**src/rtl/spRxIrqPkg.sv**
```systemverilog
package spRxIrqPkg;
  // interrupt bit positions
  localparam int IRQ_TO  = 0;
  localparam int IRQ_OVR = 1;
  localparam int IRQ_EX0 = 2;
  localparam int IRQ_EX1 = 3;
  localparam int NIRQ    = 4;

  // strobes from control to the queue datapath
  typedef struct packed {
    logic push;
    logic pop;
  } dpCtl_t;
endpackage

```
**src/rtl/spRxIrqDp.sv**
```systemverilog
module spRxIrqDp
  import spRxIrqPkg::*;
#(
  parameter int DW    = 16,
  parameter int DEPTH = 8,
  parameter int CW    = $clog2(DEPTH + 1)
) (
  input  logic          clk,
  input  logic          rstN,
  input  dpCtl_t        ctl,
  input  logic [DW-1:0] wrData,
  output logic [DW-1:0] rdData,
  output logic [CW-1:0] fill
);
  localparam int PW = (DEPTH > 1) ? $clog2(DEPTH) : 1;

  logic [DW-1:0] store [DEPTH];
  logic [PW-1:0] wrPtr, rdPtr;

  function automatic logic [PW-1:0] bump(input logic [PW-1:0] p);
    return (p == PW'(DEPTH - 1)) ? '0 : p + 1'b1;
  endfunction

  always_ff @(posedge clk or negedge rstN) begin
    if (!rstN) begin
      wrPtr <= '0;
      rdPtr <= '0;
      fill  <= '0;
    end else begin
      if (ctl.push) wrPtr <= bump(wrPtr);
      if (ctl.pop)  rdPtr <= bump(rdPtr);
      case ({ctl.push, ctl.pop})
        2'b10:   fill <= fill + 1'b1;
        2'b01:   fill <= fill - 1'b1;
        default: fill <= fill;
      endcase
    end
  end

  for (genvar i = 0; i < DEPTH; i++) begin : gSlot
    always_ff @(posedge clk) begin
      if (ctl.push && wrPtr == PW'(i)) store[i] <= wrData;
    end
  end

  assign rdData = store[rdPtr];

  AST_FILL_BOUND: assert property (@(posedge clk) disable iff (!rstN)
    fill <= CW'(DEPTH));
  AST_NO_POP_EMPTY: assert property (@(posedge clk) disable iff (!rstN)
    (fill == '0) |-> !ctl.pop);
endmodule

```
**src/rtl/spRxIrqCtl.sv**
```systemverilog
module spRxIrqCtl
  import spRxIrqPkg::*;
#(
  parameter int DEPTH     = 8,
  parameter int IDLE_BITS = 32,
  parameter int CW        = $clog2(DEPTH + 1)
) (
  input  logic          clk,
  input  logic          rstN,
  input  logic          frameDone,
  input  logic          xferStart,
  input  logic          bitTick,
  input  logic          rdEn,
  input  logic          ovrClr,
  input  logic [CW-1:0] fill,
  output dpCtl_t        ctl,
  output logic          rawTo,
  output logic          rawOvr
);
  localparam int IW = $clog2(IDLE_BITS + 1);

  logic          busy;
  logic          ovrFlag;
  logic [IW-1:0] idleCnt;
  logic          isEmpty, isFull, ovrSet, restart;

  assign isEmpty = (fill == '0);
  assign isFull  = (fill == CW'(DEPTH));

  assign ctl.pop  = rdEn && !isEmpty;
  assign ctl.push = frameDone && !ovrFlag && (!isFull || ctl.pop);
  assign ovrSet   = frameDone && !ovrFlag && isFull && !ctl.pop;

  assign restart  = xferStart || frameDone || ctl.pop || ovrClr || busy || isEmpty;

  always_ff @(posedge clk or negedge rstN) begin
    if (!rstN) begin
      busy    <= 1'b0;
      ovrFlag <= 1'b0;
      idleCnt <= '0;
    end else begin
      if (xferStart)      busy <= 1'b1;
      else if (frameDone) busy <= 1'b0;

      if (ovrSet)      ovrFlag <= 1'b1;
      else if (ovrClr) ovrFlag <= 1'b0;

      if (restart)
        idleCnt <= '0;
      else if (bitTick && idleCnt != IW'(IDLE_BITS))
        idleCnt <= idleCnt + 1'b1;
    end
  end

  assign rawTo  = (idleCnt == IW'(IDLE_BITS));
  assign rawOvr = ovrFlag;

  AST_TO_NEEDS_DATA: assert property (@(posedge clk) disable iff (!rstN)
    rawTo |-> (fill != '0));
  AST_START_DROPS_TO: assert property (@(posedge clk) disable iff (!rstN)
    xferStart |=> !rawTo);
  AST_OVR_AFTER_DONE: assert property (@(posedge clk) disable iff (!rstN)
    $rose(rawOvr) |-> $past(frameDone));
  AST_CLR_DROPS_OVR: assert property (@(posedge clk) disable iff (!rstN)
    (ovrClr && !frameDone) |=> !rawOvr);
endmodule

```
**src/rtl/spRxIrq.sv**
```systemverilog
module spRxIrq
  import spRxIrqPkg::*;
#(
  parameter int DW        = 16,
  parameter int DEPTH     = 8,
  parameter int IDLE_BITS = 32
) (
  input  logic          clk,
  input  logic          rstN,
  input  logic          frameDone,
  input  logic [DW-1:0] frameData,
  input  logic          xferStart,
  input  logic          bitTick,
  input  logic          rdEn,
  input  logic          ovrClr,
  input  logic [3:0]    maskEn,
  input  logic [1:0]    extRaw,
  output logic [DW-1:0] rdData,
  output logic          rxNotEmpty,
  output logic [3:0]    rawIrq,
  output logic [3:0]    maskedIrq,
  output logic          combIrq
);
  localparam int CW = $clog2(DEPTH + 1);

  dpCtl_t        dpCtl;
  logic [CW-1:0] fill;
  logic          rawTo, rawOvr;

  spRxIrqCtl #(.DEPTH(DEPTH), .IDLE_BITS(IDLE_BITS), .CW(CW)) uCtl (
    .clk(clk), .rstN(rstN), .frameDone(frameDone), .xferStart(xferStart),
    .bitTick(bitTick), .rdEn(rdEn), .ovrClr(ovrClr), .fill(fill),
    .ctl(dpCtl), .rawTo(rawTo), .rawOvr(rawOvr)
  );

  spRxIrqDp #(.DW(DW), .DEPTH(DEPTH), .CW(CW)) uDp (
    .clk(clk), .rstN(rstN), .ctl(dpCtl), .wrData(frameData),
    .rdData(rdData), .fill(fill)
  );

  assign rxNotEmpty = (fill != '0);

  always_comb begin
    rawIrq          = '0;
    rawIrq[IRQ_TO]  = rawTo;
    rawIrq[IRQ_OVR] = rawOvr;
    rawIrq[IRQ_EX0] = extRaw[0];
    rawIrq[IRQ_EX1] = extRaw[1];
  end

  for (genvar i = 0; i < NIRQ; i++) begin : gMask
    assign maskedIrq[i] = rawIrq[i] & maskEn[i];
  end

  assign combIrq = |maskedIrq;

  AST_OVR_FREEZES_FILL: assert property (@(posedge clk) disable iff (!rstN)
    (rawOvr && !ovrClr) |=> (fill <= $past(fill)));
  AST_COMB_NEEDS_RAW: assert property (@(posedge clk) disable iff (!rstN)
    combIrq |-> (rawIrq != '0));
endmodule

```
**config.mk**
```make
export PLATFORM = sky130hd
export DESIGN_NAME = spRxIrq
export DESIGN_NICKNAME = d
export VERILOG_FILES = /design/src/rtl/spRxIrqPkg.sv /design/src/rtl/spRxIrqDp.sv /design/src/rtl/spRxIrqCtl.sv /design/src/rtl/spRxIrq.sv
export SDC_FILE = /design/constraint.sdc
export NUM_CORES = 1
export LEC_CHECK = 0
export ABC_AREA = 1
export BUFFER_PORTS_ARGS = -buffer_cell sky130_fd_sc_hd__buf_2
export CORE_MARGIN = 1.5
export CORE_UTILIZATION = 50
export DETAILED_ROUTE_END_ITERATION = 8
export PLACE_DENSITY_LB_ADDON = 0.12
export SLEW_MARGIN = 20
export SYNTH_ARGS = -nofsm -noshare
export SYNTH_HDL_FRONTEND = slang
export SYNTH_SLANG_ARGS = --single-unit
```
**constraint.sdc**
```tcl
create_clock -name clk -period 3.1 [get_ports clk]
set_input_delay 0.62 -clock clk [delete_from_list [all_inputs] [get_ports clk]]
set_output_delay 0.62 -clock clk [all_outputs]
set_load 0.05 [all_outputs]
```
==> metrics.md <==
| Metric | Value |
|---|---|
| Status | finished clean |
| F_max | 359 MHz |
| Initial DRC count | about 310 |
| Clock Latency Late Sink | just over 0.4 ns |
| Clk buf depth | 2 |
| FF-to-FF Start | uDp.fill[0] |
| CTS sink count | approximately 150 |
| IO Pins | 55 |
| Die Span X | roughly 110 um |
| Worst EP arrival | 2.17 ns |
| Placed cell areas | 6570 um2 |
| Core area | 12,000 um2 |
| CTS tree | done |
| Die height | between 100 and 150 um |
| CP required | ~2.5 ns |
| Worst vdd ir | 0.000514 V |
| Syn nets | 563 |
| Antenna violations before repair | 0 |
| Worst slew margin | 0.533 |
| CP max stage delay | 0.55 ns |
| Diode count | 0 |
| Sequential cell area fraction in the yosys report | 0.697 |
| Mean Syn Cell Area | 11.8 um2 |
| Hold crit path type | in -> async |
| Area grow syn2layout | 15.4% |
| Tightest Pin Transition | 0.696 ns |
| Overall global routing resource usage | 0.201 |
| MaxCap Viol Count | 0 |
| Gr ovfl total | 0 |
| Cell chain of the critical path | buf_4 > o21ai_0 > o22ai_1 > nand2_1 > nand2_1 > buf_2 |
| Critical path launch point | uDp.rdPtr[0] |
| Cell mode on critical path | nand2_1 |
| Root Buffer | clkbuf_16 |
| Final nets | 620 |
| RSZ-0062 raised after global routing | false |
| Num CTS Buffers | 17 |
| Yosys warnings | 0 |
| Rows | 40 |
| DR pass1 iterations | 4 |
| Crit Path Class | reg -> out |
| Detailed-route wire length per cell | 16.7 um |
| DRC viols | 0 |
| Largest net degree at the start of global routing | 67 |
| Power Density | between 1000 and 1500 nW/um2 |
| Cell variety after synth | 29 |
| Element type at the critical path end | primary output |
| WHS | 0.140 ns |
| Post-CTS Setup Bufs | 0 |
| Reg clk slew, reported paths | 0.05 ns |
| Final Hold Viols | 0 |
| Layout cells sized above 1 | 0.186 |
| CP max-delay cell | buf_4 |
| Overall power | just over 7 mW |
| Leakage power | around 2.8 nW |
| Slew Limit Fails | 0 |
| WL final | 12.3 mm |
| Number of global-route vias before repair | 3,834 |
| Tmin final | roughly 2.8 ns |
| RePlAce Congestion | roughly 0.78 |
| Antenna-violating nets left | 0 |
| First-pass GRT wire length | 19.5 mm |
| Skew final | 0.00496 ns |
| Port Buf Inserts | 54 |
| Initial core utilization | 0.513 |
| Fin Setup TNS | 0 ns |
| Post-Syn Instances | 521 |
| Detailed Place HPWL | 7.04 mm |
| Die footprint | about 13,000 um2 |
| Cell area after layout | 7120 um2 |
| Critical path buffers and inverters | 2 |
| Final Setup Violations | 0 |
| Routed vias | 4,041 |
| Number of H-tree levels | 4 |
| Synthesized area | 6160 um2 |
| Final Cycle Share | 0.900 |
| Yosys reg bits | 146 |
| Crit-path max FO | 66 |
| CP delay by family, top | buffers and inverters |
| CP Launch Type | flop |
| Vias per inst | roughly 5.5 |
## registers in the layout, summed over array words and instances (netlist names)
| signal | flops |
|---|---|
| uCtl.rawOvr | 1 |
| uDp.wrPtr | 3 |
| uDp.store | 128 |
| uDp.fill | 4 |
| uCtl.idleCnt | 6 |
| uCtl.busy | 1 |
| uDp.rdPtr | 3 |
## final timing paths
kind / to / slack [ns] / cells after the start
worst min-delay path: uCtl.idleCnt[5] / 0.14 / 1
min in group clk: uCtl.busy / 0.40 / 2
worst min register to register: uCtl.busy / 0.49 / 1
max in group asynchronous: uDp.rdPtr[0] / 2.63 / 1
worst max register to register: uDp.fill[2] / 0.88 / 12
worst max-delay path: rdData[13] / 0.31 / 6
## power breakdown
group          switching, mW  total, mW  internal, mW
Clock                  0.714       1.87          1.16
Sequential             0.115       2.57          2.46
Combinational           2.05       2.79         0.731
Total                   2.88       7.23          4.35
## synth_stat cells
| cell type | number | share of area |
|---|---|---|
| buf_1 | 1 | 0.00061 |
| dfrtp_1 | 18 | 0.073 |
| buf_2 | 7 | 0.0057 |
| clkbuf_1 | 9 | 0.0055 |
| nor3_1 | 6 | 0.0049 |
| buf_4 | 5 | 0.0061 |
| edfxtp_1 | 128 | 0.62 |
| o21bai_1 | 1 | 0.0012 |
| buf_6 | 7 | 0.013 |
| inv_1 | 25 | 0.015 |
| a21oi_1 | 2 | 0.0016 |
| o21ai_1 | 31 | 0.025 |
| nand3_2 | 1 | 0.0016 |
| o22ai_1 | 33 | 0.033 |
| nor3_2 | 1 | 0.0016 |
| nand2_2 | 1 | 0.0010 |
| xor2_1 | 4 | 0.0057 |
| or2_1 | 1 | 0.0010 |
| nand4_1 | 3 | 0.0030 |
| nand3_1 | 15 | 0.012 |
| nand2_1 | 80 | 0.049 |
| nor2_2 | 2 | 0.0020 |
| inv_2 | 6 | 0.0037 |
| clkinv_1 | 2 | 0.0012 |
| o21ai_0 | 41 | 0.033 |
| ha_1 | 13 | 0.026 |
| xnor2_1 | 2 | 0.0028 |
| a21o_1 | 1 | 0.0012 |
| nor2_1 | 75 | 0.046 |
## area by class of cell
class                   count  area, um2
multi-input cells         313       1580
repair buffers             67        380
flip-flops and latches    146       4300
fillers                   990       4900
well taps                 147        184
clock buffers              26        489
inverters                  33        128
clock inverters             6       56.3
## layer usage
metal  wire, um  global-route usage  up-vias
met2       6110               0.335       74
met4        218              0.0850        0
met5          0                   0        -
met1       5570               0.256     2008
met3        406              0.0468       17
li1           -                   -     1942
## cells by family (layout without fill, tap and decap cells)
family,count (synthesis),after routing,synth area share
compound gates,109,109,0.0960
xor+xnor,6,6,0.00852
fa+ha+maj,13,13,0.0264
buf+inv,62,132,0.0507
flops,146,146,0.697
simple gates,185,185,0.122
## through the flow
step / utilization / cells / setup WS (ns)
2_1_floorplan: - / 521 / 0.494
3_3_place_gp: 0.547 / 706 / 0.563
3_5_place_dp: 0.547 / 706 / 0.532
4_1_cts: 0.592 / 738 / 0.0686
5_1_grt: 0.592 / 738 / 0.183
6_report: 0.592 / 738 / 0.311
## cell usage in the layout, fill, tap and decap left out, types with 13 or more instances in the layout
master     synthesis  routed
buf_2              7      54
clkbuf_16          0      17
dfrtp_1           18      17
edfxtp_1         128     128
ha_1              13      13
inv_1             25      25
nand2_1           80      80
nand3_1           15      15
nor2_1            75      75
o21ai_0           41      41
o21ai_1           31      31
o22ai_1           33      33
## repair_timing
action                     in CTS  in global routing
setup endpoints to repair       0                 16
hold buffers                    0                  0
hold endpoints to repair        0                  0
resized for setup               0                  1
No activity file was read; power rests on OpenSTA's default activity.
